**src/rtl/dd_pkg.sv**
```systemverilog
// Shared types of the value-deduplicating data store.
// Assumes nothing beyond standard SystemVerilog.
package dd_pkg;
    // Outcome of a write request, decided combinationally.
    typedef enum logic [2:0] {
        WA_IDLE,
        WA_INLINE,
        WA_SHARE,
        WA_ALLOC,
        WA_REJECT
    } dd_wact_e;
endpackage

```
**src/rtl/dd_narrow_chk.sv**
```systemverilog
// Decides whether a word fits a signed field of NARROW_W bits.
// Assumes NARROW_W < DATA_W.
module dd_narrow_chk #(
    parameter int DATA_W   = 32,
    parameter int NARROW_W = 8
) (
    input  logic [DATA_W-1:0] data,
    output logic              narrow
);
    localparam int TOP_W = DATA_W - NARROW_W + 1;

    logic [TOP_W-1:0] top_bits;

    // Narrow when the sign bit and every bit above it agree.
    always_comb begin
        top_bits = data[DATA_W-1:NARROW_W-1];
        narrow   = (&top_bits) | ~(|top_bits);
    end
endmodule

```
**src/rtl/dd_value_search.sv**
```systemverilog
// Parallel search of the value table: the lowest live entry equal to the
// key, and the lowest free entry. Assumes DEPTH is a power of two.
module dd_value_search #(
    parameter int DATA_W = 32,
    parameter int DEPTH  = 8,
    parameter int IDX_W  = $clog2(DEPTH)
) (
    input  logic [DATA_W-1:0] vals [DEPTH],
    input  logic [DEPTH-1:0]  live,
    input  logic [DATA_W-1:0] key,
    output logic              hit,
    output logic [IDX_W-1:0]  hit_idx,
    output logic              free_any,
    output logic [IDX_W-1:0]  free_idx
);
    logic [DEPTH-1:0] eq;

    // One comparator per entry.
    for (genvar g = 0; g < DEPTH; g++) begin : g_cmp
        assign eq[g] = live[g] && (vals[g] == key);
    end

    // Priority encoders, lowest index wins.
    always_comb begin
        hit      = |eq;
        free_any = ~&live;
        hit_idx  = '0;
        free_idx = '0;
        for (int i = DEPTH - 1; i >= 0; i--) begin
            if (eq[i]) hit_idx = IDX_W'(i);
            if (!live[i]) free_idx = IDX_W'(i);
        end
    end
endmodule

```
**src/rtl/dd_value_table.sv**
```systemverilog
// Storage of unique wide values with one reference counter each.
// Increment and decrement may hit the same entry in one cycle.
// Assumes the caller never decrements a zero counter.
module dd_value_table #(
    parameter int DATA_W = 32,
    parameter int DEPTH  = 8,
    parameter int CNT_W  = 5,
    parameter int IDX_W  = $clog2(DEPTH)
) (
    input  logic              clk,
    input  logic              rst_n,
    input  logic              inc_en,
    input  logic [IDX_W-1:0]  inc_idx,
    input  logic              dec_en,
    input  logic [IDX_W-1:0]  dec_idx,
    input  logic              load_en,
    input  logic [DATA_W-1:0] load_data,
    output logic [DATA_W-1:0] vals [DEPTH],
    output logic [CNT_W-1:0]  cnts [DEPTH],
    output logic [DEPTH-1:0]  live
);
    for (genvar g = 0; g < DEPTH; g++) begin : g_ent
        logic up, down;

        assign up      = inc_en && (inc_idx == IDX_W'(g));
        assign down    = dec_en && (dec_idx == IDX_W'(g));
        assign live[g] = (cnts[g] != '0);

        // Counter update: net change of one increment and one decrement.
        always_ff @(posedge clk) begin
            if (!rst_n) cnts[g] <= '0;
            else        cnts[g] <= cnts[g] + CNT_W'(up) - CNT_W'(down);
        end

        // Value load on allocation; the load always comes with an increment.
        always_ff @(posedge clk) begin
            if (!rst_n)              vals[g] <= '0;
            else if (load_en && up)  vals[g] <= load_data;
        end
    end
endmodule

```
**src/rtl/dd_cache_store.sv**
```systemverilog
// Data array of a small cache with value deduplication. Each slot holds a
// field of FIELD_W bits: the top bit set means the lower bits are an
// inlined signed value, clear means they carry a table index.
// Assumes LINES, WORDS and VT_DEPTH are powers of two, at least 2, and
// that the index fits in FIELD_W-1 bits.
module dd_cache_store #(
    parameter int LINES    = 4,
    parameter int WORDS    = 4,
    parameter int DATA_W   = 32,
    parameter int VT_DEPTH = 8,
    parameter int FIELD_W  = 9
) (
    input  logic                      clk,
    input  logic                      rst_n,
    input  logic                      wr_en,
    input  logic [$clog2(LINES)-1:0]  wr_line,
    input  logic [$clog2(WORDS)-1:0]  wr_word,
    input  logic [DATA_W-1:0]         wr_data,
    input  logic [$clog2(LINES)-1:0]  rd_line,
    input  logic [$clog2(WORDS)-1:0]  rd_word,
    output logic [DATA_W-1:0]         rd_data,
    output logic                      tbl_full,
    output logic                      wr_reject
);
    import dd_pkg::*;

    localparam int SLOTS  = LINES * WORDS;
    localparam int SLOT_W = $clog2(SLOTS);
    localparam int PAY_W  = FIELD_W - 1;
    localparam int IDX_W  = $clog2(VT_DEPTH);
    localparam int CNT_W  = $clog2(SLOTS + 1);

    logic [FIELD_W-1:0] slot_q [SLOTS];
    logic [DATA_W-1:0]  vt_vals [VT_DEPTH];
    logic [CNT_W-1:0]   vt_cnts [VT_DEPTH];
    logic [VT_DEPTH-1:0] vt_live;

    logic [SLOT_W-1:0]  wslot, rslot;
    logic [FIELD_W-1:0] old_f, new_f, rd_f;
    logic               narrow, hit, free_any;
    logic [IDX_W-1:0]   hit_idx, free_idx, use_idx;
    dd_wact_e           act;

    assign wslot = {wr_line, wr_word};
    assign rslot = {rd_line, rd_word};
    assign old_f = slot_q[wslot];

    dd_narrow_chk #(.DATA_W(DATA_W), .NARROW_W(PAY_W)) u_narrow (
        .data   (wr_data),
        .narrow (narrow)
    );

    dd_value_search #(.DATA_W(DATA_W), .DEPTH(VT_DEPTH), .IDX_W(IDX_W)) u_search (
        .vals     (vt_vals),
        .live     (vt_live),
        .key      (wr_data),
        .hit      (hit),
        .hit_idx  (hit_idx),
        .free_any (free_any),
        .free_idx (free_idx)
    );

    // Classify the write and build the new slot field.
    always_comb begin
        act     = WA_IDLE;
        use_idx = hit ? hit_idx : free_idx;
        new_f   = '0;
        if (wr_en) begin
            if (narrow)        act = WA_INLINE;
            else if (hit)      act = WA_SHARE;
            else if (free_any) act = WA_ALLOC;
            else               act = WA_REJECT;
        end
        if (act == WA_INLINE) begin
            new_f = {1'b1, wr_data[PAY_W-1:0]};
        end else begin
            new_f[IDX_W-1:0] = use_idx;
        end
    end

    logic commit, drop_old, take_new;
    assign commit   = (act == WA_INLINE) || (act == WA_SHARE) || (act == WA_ALLOC);
    assign drop_old = commit && !old_f[FIELD_W-1];
    assign take_new = (act == WA_SHARE) || (act == WA_ALLOC);

    dd_value_table #(.DATA_W(DATA_W), .DEPTH(VT_DEPTH), .CNT_W(CNT_W), .IDX_W(IDX_W)) u_tab (
        .clk       (clk),
        .rst_n     (rst_n),
        .inc_en    (take_new),
        .inc_idx   (use_idx),
        .dec_en    (drop_old),
        .dec_idx   (IDX_W'(old_f[PAY_W-1:0])),
        .load_en   (act == WA_ALLOC),
        .load_data (wr_data),
        .vals      (vt_vals),
        .cnts      (vt_cnts),
        .live      (vt_live)
    );

    // Pointer array: reset to inlined zero, updated on committed writes.
    always_ff @(posedge clk) begin
        if (!rst_n) begin
            for (int s = 0; s < SLOTS; s++) slot_q[s] <= {1'b1, {PAY_W{1'b0}}};
        end else if (commit) begin
            slot_q[wslot] <= new_f;
        end
    end

    // Read path: sign-extend an inlined field or fetch the table entry.
    always_comb begin
        rd_f = slot_q[rslot];
        if (rd_f[FIELD_W-1]) rd_data = {{(DATA_W-PAY_W){rd_f[PAY_W-1]}}, rd_f[PAY_W-1:0]};
        else                 rd_data = vt_vals[IDX_W'(rd_f[PAY_W-1:0])];
    end

    assign tbl_full  = !free_any;
    assign wr_reject = (act == WA_REJECT);
endmodule

```
**config.mk**
```make
export PLATFORM = sky130hd
export DESIGN_NAME = dd_cache_store
export DESIGN_NICKNAME = d
export VERILOG_FILES = /design/src/rtl/dd_pkg.sv /design/src/rtl/dd_narrow_chk.sv /design/src/rtl/dd_value_search.sv /design/src/rtl/dd_value_table.sv /design/src/rtl/dd_cache_store.sv
export SDC_FILE = /design/constraint.sdc
export NUM_CORES = 1
export LEC_CHECK = 0
export ABC_AREA = 1
export BUFFER_PORTS_ARGS = -buffer_cell sky130_fd_sc_hd__buf_2
export CORE_ASPECT_RATIO = 0.8
export CORE_MARGIN = 2
export CORE_UTILIZATION = 45
export CTS_CLUSTER_SIZE = 14
export DETAILED_ROUTE_END_ITERATION = 10
export PLACE_DENSITY = 0.67
export SYNTH_ARGS = -nofsm -noshare
export SYNTH_HDL_FRONTEND = slang
export SYNTH_SLANG_ARGS = --single-unit
```
**constraint.sdc**
```tcl
create_clock -name clk -period 3 [get_ports clk]
set_clock_uncertainty 0.05 [all_clocks]
set_input_delay 0.15 -clock clk [delete_from_list [all_inputs] [get_ports clk]]
set_output_delay 0.15 -clock clk [all_outputs]
set_load 0.005 [all_outputs]
```
# Word-level counts from Yosys, hierarchy flattened

Memories as Yosys holds them, arrays and structs flattened.
Cells that the tools add are included.

Register bits after elaboration: 296
Memories: 1
Output and inout bits: 34
Logic and storage cells: 149
Input bits: 43
RAM bits: 144

Memories:

| name   | words | width | read ports | clocked after memory_dff | wr ports | line                 | text |
|---|---|---|---|---|---|---|---|
| slot_q | 16    | 9     | 2          | 0                        | 16       | dd_cache_store.sv:33 | `logic [FIELD_W-1:0] slot_q [SLOTS];` |

Reduce and logical (&&, ||, !) cells: 52
Bitwise gates (word level): 3
Multiplexer cells: 34
Equality and inequality tests: 26
Magnitude comparators: 1
$add $sub $neg: 16

Operators with widths:

| kind               | count |
|---|---|
| $eq 32x32->1       | 8 |
| $bmux 32 s3        | 1 |
| $mux 32            | 3 |
| $mux 3             | 22 |
| $add 5x1->5        | 8 |
| $reduce_bool 5->1  | 8 |
| $sub 5x1->5        | 8 |
| $logic_and 1x1->1  | 33 |
| $eq 3x3->1 const B | 9 |
| $reduce_and 25->1  | 1 |
| $reduce_or 25->1   | 1 |
| $eq 3x2->1 const B | 6 |
| $eq 3x1->1 const B | 3 |
| $mux 9             | 1 |
| $reduce_or 9->1    | 1 |
| $reduce_and 8->1   | 1 |
| $reduce_or 8->1    | 1 |
| $logic_not 3->1    | 2 |
| $mux 6             | 1 |
| $mux 1             | 5 |
| $ge 4x4->1 const B | 1 |
| $mux 4             | 1 |
| $not 3->4          | 1 |
| $logic_or 1x1->1   | 3 |
| other kinds (3)    | 3 |

# Depth between registers and ports, before layout

Gate-level depths: netlist of the first run.

Word-level depth: 15
Mapped depth: 27
Gate-level depth less buffers: 26

# Hierarchy

From an unflattened synthesis of the first run, not the netlist that was laid out.

Cell total of the unflattened synthesis: 4441
Area, all modules: 28418.5 um2

By module, submodules not included:

| module          | sequential area each (um2) | instances | area each (um2) | cells each |
|---|---|---|---|---|
| dd_value_table  | 5925.7                     | 1         | 14072.2         | 2189 |
| dd_cache_store  | 4324.1                     | 1         | 10262.3         | 1438 |
| dd_value_search | 0.0                        | 1         | 3848.7          | 752 |
| dd_narrow_chk   | 0.0                        | 1         | 235.2           | 62 |

# Worst setup path after synthesis of the first run

Ideal clock, no wire load.

Kind: register to register
Start point: reg u_tab.cnts[37] in the netlist's numbering
End point: reg u_tab.cnts[4] in the netlist's numbering
Clock period less this slack: 3.329 ns
Library setup time: 0.128 ns
Arrival: 3.150 ns
Path buffers: 0
Setup slack: -0.329 ns
Data required time: 2.822 ns
Stages on the path, launching flop included: 23
Path through: dfxtp_1 inv_1 ha_1 nand3_1 nand2_1 nor2_1 nand2_1 nor2_1 nand3_2 nand2_2 nor2_8 nand4_1 nand4_1 nor4_1 ha_1 inv_1 ha_1 inv_1 fa_1 nor3_1 a211oi_1 o21ai_0 a21oi_1

Longest elaborated chain between the ends: 12
Elaborated cells between the ends (all ways): 23
Classes of those cells: add/sub (2); eq/ne (4); mux (7); reduce/logical (10)

Ends and longest elaborated chain:

| what                                                                 | line                 | text |
|---|---|---|
| from (decl)                                                          | dd_value_table.sv:19 | `output logic [CNT_W-1:0] cnts [DEPTH],` |
| from (signal, indexed assignment)                                    | dd_value_table.sv:32 | `else cnts[g] <= cnts[g] + CNT_W'(up) - CNT_W'(down);` |
| $reduce_bool 5->1 *                                                  | dd_value_table.sv:27 | `assign live[g] = (cnts[g] != '0);` |
| parallel branches: the longest is 10 deep, another holds $add 5x1->5 | n/a                  |  |
| $sub 5x1->5 *                                                        | dd_value_table.sv:32 |  |

Mark *: on every way between the ends.
A chain may end at the register's enable or synchronous reset.

# Final worst setup path of the first run

Start point: reg u_tab.cnts[33] in the netlist's numbering
End point: reg u_tab.cnts[9] in the netlist's numbering

Same word-level chain as after synthesis.

==> metrics, run 1 <==
result of the run finished, violations left; failing checks negative setup slack; min cycle time layout 3.78 ns; Pre-antenna DRT Iters 6; unique cell type count in the Yosys netlist 52; Initial Utilization 0.455; area growth from synthesis to layout 37.7%; Final Hold Vio Count 0; chip height 221 um; TritonCTS clock tree done; synth warn 0; slew margin rel. 0.324; Max Slew Vio Count 0; sequential area share after synthesis 0.387; Max IR drop VDD 0.445 mV; worst-path fanout max 8; final worst-path cycle share 1.26; Layout Nets 4,599; Max Cap Viol 0; IO Port Bufs 76; FP Rows 79; H-tree depth 2; RSZ-0062 raised after global routing yes; vias per cell 5.43; Finished Cell Area 36,500 um^2; CP startpoint kind flip-flop; root buf cell clkbuf_16; Clock transition at path regs 0.07 ns; Synth area leader dfxtp_1; # DRC 0; first-pass GRT wire length 144,000 um; Worst-Margin Slew 1.01 ns; Avg Cell Area, Syn 6.93 um^2; power per cell area 671 nW/um^2; share of cells above drive strength 1 0.268; 1st-iter DRT viols 4,150; Tot GR Track Use 0.298; Synth async-reset ratio 0; GRT overflow 0; Sink Count 440; post-synthesis cell area 26,500 um^2; Routed wire per std cell 18.7 um; Top Ports 77; initial antenna violation count 1; worst endpoint required time 3.43 ns; Synth Instances 3,821; Placer Congestion 1.04; Die W 275 um; Net Count, Synth 3,920; CP Capture Type flip-flop; Cells after DPL 5,112; WS Path Type flip-flop to flip-flop; arrival time at the worst endpoint 4.20 ns; P_leak 16.5 nW; flop and latch count out of synthesis 440; HP Class input port to flip-flop; most common cell after layout, fill and taps aside nor2_1; commonest non-fill, non-tap cells in the layout nor2_1, nand2_1, buf_4; main flop type after synthesis dfxtp_1; worst skew pair latency 0.62 ns; ANT nets after route 0; top cell type's share of synthesized area 0.224; via count 28.8k; Num CTS Buffers 49; HPWL after DPL 62,600 um; f_max 265 MHz; pin count of the biggest net entering global routing 183; CTS Buffer Depth 3; Total Die Area 60,800 um^2; fin cells 5,309; vias in the first global route 25.5k; final WL 99,200 um; largest cells by area after synthesis dfxtp_1, edfxtp_1, nor2_1; Final setup viols 231; number of synthesized flops with an enable pin 144; CORE AREA 58,200 um^2; placement-stage cell area 32,400 um^2; setup ws final -0.777 ns
-- sequential cells by signal, indices dropped and copies added, names as in the netlist --
| signal | count |
|---|---|
| u_tab.vals | 256 |
| u_tab.cnts | 40 |
| slot_q | 144 |
-- power by group --
group	switching, W	internal, W
logic	0.00578	0.00467
registers	0.000546	0.00698
clock network	0.00270	0.00382
total	0.00903	0.0155
-- repair_timing --
item	4_1_cts	5_1_grt
buffers inserted	13	31
gates cloned	2	16
pin swaps	34	127
gates resized for setup	132	182
hold buffers	47	0
setup endpoints to repair	582	531
hold endpoints to repair	102	0
-- path summary, 6_finish.rpt --
check / start / end / slack (ns) / cells after the start
max: u_tab.cnts[33] / u_tab.cnts[9] / -0.78 / 24
min: wr_data[17] / u_tab.vals[209] / 0.02 / 4
max reg2reg: u_tab.cnts[33] / u_tab.cnts[9] / -0.78 / 24
min reg2reg: u_tab.vals[35] / u_tab.vals[35] / 0.46 / 2
-- worst max-delay path: stages, from the launching register on --
cell,delay (ns)
dfxtp_2,0.33
inv_2,0.05
ha_4,0.16
nand3_4,0.08
nand3_2,0.08
nor2_2,0.16
nand2_1,0.11
nor2_2,0.15
buf_6,0.14
nand3_4,0.08
nand2_4,0.11
nor2_8,0.05
nand4_1,0.14
nand4_1,0.13
buf_6,0.18
nor4_4,0.31
ha_4,0.26
inv_4,0.06
ha_4,0.14
inv_2,0.04
fa_2,0.39
nor3_4,0.14
a211oi_2,0.07
o21ai_1,0.16
a21oi_1,0.07
-- cells in the mapped netlist (20+ instances only) --
| cell type | number |
|---|---|
| a21oi_1 | 61 |
| a22oi_1 | 20 |
| buf_2 | 58 |
| buf_6 | 42 |
| clkbuf_1 | 106 |
| dfxtp_1 | 296 |
| edfxtp_1 | 144 |
| ha_1 | 48 |
| inv_1 | 259 |
| inv_2 | 28 |
| nand2_1 | 866 |
| nand2_2 | 22 |
| nand3_1 | 223 |
| nand4_1 | 54 |
| nor2_1 | 948 |
| o21ai_0 | 238 |
| o22ai_1 | 72 |
| xnor2_1 | 94 |
| xor2_1 | 62 |
-- layout make-up --
type,count,area (um^2)
Inverter,296,1140
Multi-Input combinational cell,2847,14800
Timing Repair Buffer,866,7590
Antenna cell,1,2.50
Clock buffer,69,1380
Clock inverter,21,299
Sequential cell,440,10300
Tap cell,769,962
Fill cell,4868,21700
-- metrics by stage --
stage / setup WS, ns / util / TNS [ns] / hold WS (ns) / total power [W]
finish: -0.777 / 0.627 / -62.78 / 0.0179 / 0.0245
global route: -0.829 / 0.627 / -79.47 / 0.0423 / 0.0256
CTS: -0.515 / 0.604 / -11.21 / 0.00103 / 0.0233
detailed placement: -0.919 / 0.556 / -102.60 / 0.446 / 0.0163
global placement: -0.910 / 0.556 / -87.59 / 0.420 / 0.0161
floorplan: -0.149 / - / -0.664 / 0.345 / 0.0126
-- per-layer routing --
layer  wire length [um]  vias to the layer above  track usage  share of wire
li1                   -                    13600            -              -
met1              42700                    13400        0.452           0.43
met2              41900                     1631        0.434           0.42
met3              12000                      197       0.0519           0.12
met4               2690                        2       0.0731          0.027
met5                 10                        -            0        0.00010
-- logic make-up after synthesis --
kind of cell / Yosys count / synth area share
buf+inv: 534 / 0.0929
simple gates: 2193 / 0.346
flops: 440 / 0.387
xor+xnor: 156 / 0.0516
fa+ha+maj: 56 / 0.0287
compound gates: 442 / 0.0943
Power figures use the tool's default switching activity.
==> run 2, diff against run 1 <==
==> constraint.sdc (replaced) <==
create_clock -name clk -period 3 [get_ports clk]
set_clock_uncertainty 0.05 [all_clocks]
set_input_delay 0.3 -clock clk [delete_from_list [all_inputs] [get_ports clk]]
set_output_delay 0.3 -clock clk [all_outputs]
set_load 0.005 [all_outputs]
==> metrics, run 2 (synthesized netlist as in run 1, its figures left out) <==
result of the run finished, violations left (unchanged); failing checks negative setup slack (unchanged); Layout Nets 4,610 (was 4,599); P_leak 16.8 nW (was 16.5 nW); biggest registers after layout u_tab.vals x256, slot_q x144, u_tab.cnts x40 (unchanged); Initial Utilization 0.455 (unchanged); worst endpoint required time 3.44 ns (was 3.43 ns); WS Path Type flip-flop to flip-flop (unchanged); # DRC 0 (unchanged); Worst-Margin Slew 0.981 ns (was 1.01 ns); Finished Cell Area 37,200 um^2 (was 36,500 um^2); CP startpoint kind flip-flop (unchanged); worst hold slack 0.0206 ns (was 0.0179 ns); root buf cell clkbuf_16 (unchanged); 1st-iter DRT viols 3,744 (was 4,150); arrival time at the worst endpoint 4.20 ns (about the same); Fillers 4,833 (was 4,868); Hold Crit Start wr_data[9] (was wr_data[17]); slew margin rel. 0.346 (was 0.324); RSZ-0062 raised after global routing yes (unchanged); reg2reg path depth 19 (was 24); area growth from synthesis to layout 40.5% (was 37.7%); chip height 221 um (unchanged); share of cells above drive strength 1 0.291 (was 0.268); total power 0.0242 W (was 0.0245 W); ANT nets after route 0 (unchanged); Final setup viols 153 (was 231); Top reg by flops u_tab.vals (unchanged); Total Die Area 60,800 um^2 (unchanged); Num CTS Buffers 49 (unchanged); pin count of the biggest net entering global routing 133 (was 183); worst skew pair latency 0.63 ns (was 0.62 ns); Top Ports 77 (unchanged); worst-path fanout max 6 (was 8); multi-input logic area 15,200 um^2 (was 14,800 um^2); f_max 265 MHz (about the same); Die W 275 um (unchanged); vias per cell 5.40 (was 5.43); final worst-path cycle share 1.26 (about the same); CTS Buffer Depth 3 (unchanged); via count 28.7k (was 28.8k); commonest non-fill, non-tap cells in the layout nor2_1, nand2_1, buf_4 (unchanged); max reg flops 256 (unchanged); TNS Setup -27.95 ns (was -62.78 ns); HPWL after DPL 63,500 um (was 62,600 um); worst hold path depth 3 (was 4); Crit Reg-Reg Endpoint u_tab.cnts[4] (was u_tab.cnts[9]); Final Hold Vio Count 0 (unchanged); final core occ 0.639 (was 0.627); setup ws final -0.768 ns (was -0.777 ns); Max Slew Vio Count 0 (unchanged); Routed wire per std cell 18.9 um (was 18.7 um); CP Capture Type flip-flop (unchanged); HP Class input port to flip-flop (unchanged); Sink Count 440 (unchanged); Tot GR Track Use 0.307 (was 0.298); initial antenna violation count 5 (was 1); CORE AREA 58,200 um^2 (unchanged); WHS Endpoint u_tab.vals[201] (was u_tab.vals[209]); H-tree depth 2 (unchanged); Clock transition at path regs 0.06 ns (was 0.07 ns); sequential standard cell area 10,300 um^2 (about the same); GRT overflow 0 (unchanged); first-pass GRT wire length 147,000 um (was 144,000 um); Max IR drop VDD 0.543 mV (was 0.445 mV); vias in the first global route 26.0k (was 25.5k); placement-stage cell area 32,500 um^2 (was 32,400 um^2); FP Rows 79 (unchanged); power per cell area 650 nW/um^2 (was 671 nW/um^2); Placer Congestion 0.976 (was 1.04); TritonCTS clock tree done (unchanged); Max Cap Viol 0 (unchanged); min cycle time layout 3.77 ns (was 3.78 ns); most common cell after layout, fill and taps aside nor2_1 (unchanged); worst reg-to-reg setup slack -0.77 ns (was -0.78 ns); FF-to-FF Start u_tab.vals[176] (was u_tab.cnts[33]); final WL 101,000 um (was 99,200 um); Pre-antenna DRT Iters 8 (was 6); IO Port Bufs 76 (unchanged)
## run 2: cell count changes in the layout (fill, tap and decap cells not counted), moves of 29 or more
cell,change
nor2_2,-32
o21ai_0,-88
dlygate4sd3_1,-39
o21ai_2,+29
nor2_1,+31
o21ai_1,+54
## run 2: through the flow
step / setup slack [ns] / instances
floorplan: -0.245 / 3821
global placement: -1.38 / 5141
detailed placement: -1.34 / 5141
CTS: -0.737 / 5280
global route: -0.854 / 5318
finish: -0.768 / 5320
## run 2: power by group
group / switching (W) / internal [W] / total, W
Clock: 0.00267 / 0.00361 / 0.00629
Sequential: 0.000576 / 0.00699 / 0.00756
Combinational: 0.00573 / 0.00462 / 0.0104
## run 2: how the worst max path moves through the flow
stage                    start             end  slack (ns)  depth (start not counted)
3_5_place_dp       wr_data[16]  u_tab.cnts[39]       -1.34                         21
5_1_grt         u_tab.cnts[28]  u_tab.cnts[14]       -0.85                         24
4_1_cts        u_tab.vals[176]  u_tab.cnts[29]       -0.74                         20
2_1_floorplan       wr_data[2]   u_tab.cnts[4]       -0.25                         21
3_3_place_gp       wr_data[16]  u_tab.cnts[39]       -1.38                         21
6_report       u_tab.vals[176]   u_tab.cnts[4]       -0.77                         19
## run 2: area by class of cell
| cell class | instances | share of cell area |
|---|---|---|
| sequential | 440 | 0.276 |
| inverter | 296 | 0.0306 |
| timing repair inverter | 1 | 0.000303 |
| timing repair buffer | 876 | 0.216 |
| multi-input combinational | 2847 | 0.408 |
| clock buffer | 66 | 0.0377 |
| antenna | 4 | 0.000269 |
| tap | 769 | 0.0259 |
| clock inverter | 21 | 0.00595 |
## run 2: routing by layer
layer  vias up  global-route usage  wire length (um)
met5         -                   0                 9
met4         2              0.0875              3450
met3       257              0.0733             12900
met2      1624               0.433             41600
met1     13200               0.460             42700
li1      13700                   -                 -
## run 2: critical path, stage by stage, from the launching register on
cell,delay (ns)
dfxtp_2,0.33
xnor2_2,0.16
nand4_1,0.40
nor2_2,0.32
nand3_4,0.14
nand2_4,0.12
nor2_8,0.04
nand4_1,0.18
nand4_1,0.14
buf_6,0.18
nor4_4,0.26
ha_1,0.27
inv_1,0.07
ha_2,0.18
inv_2,0.04
fa_2,0.34
nor3_2,0.13
a211oi_2,0.07
o21ai_1,0.15
a21oi_1,0.06
## run 2: what timing repair did
action                                 CTS  global route
pin swaps                               77           149
setup endpoints to repair              588           461
gates resized for setup                252           294
hold buffers                             6             0
gates cloned                            20            17
buffers inserted                        30            25
endpoints found under the hold margin    6             0
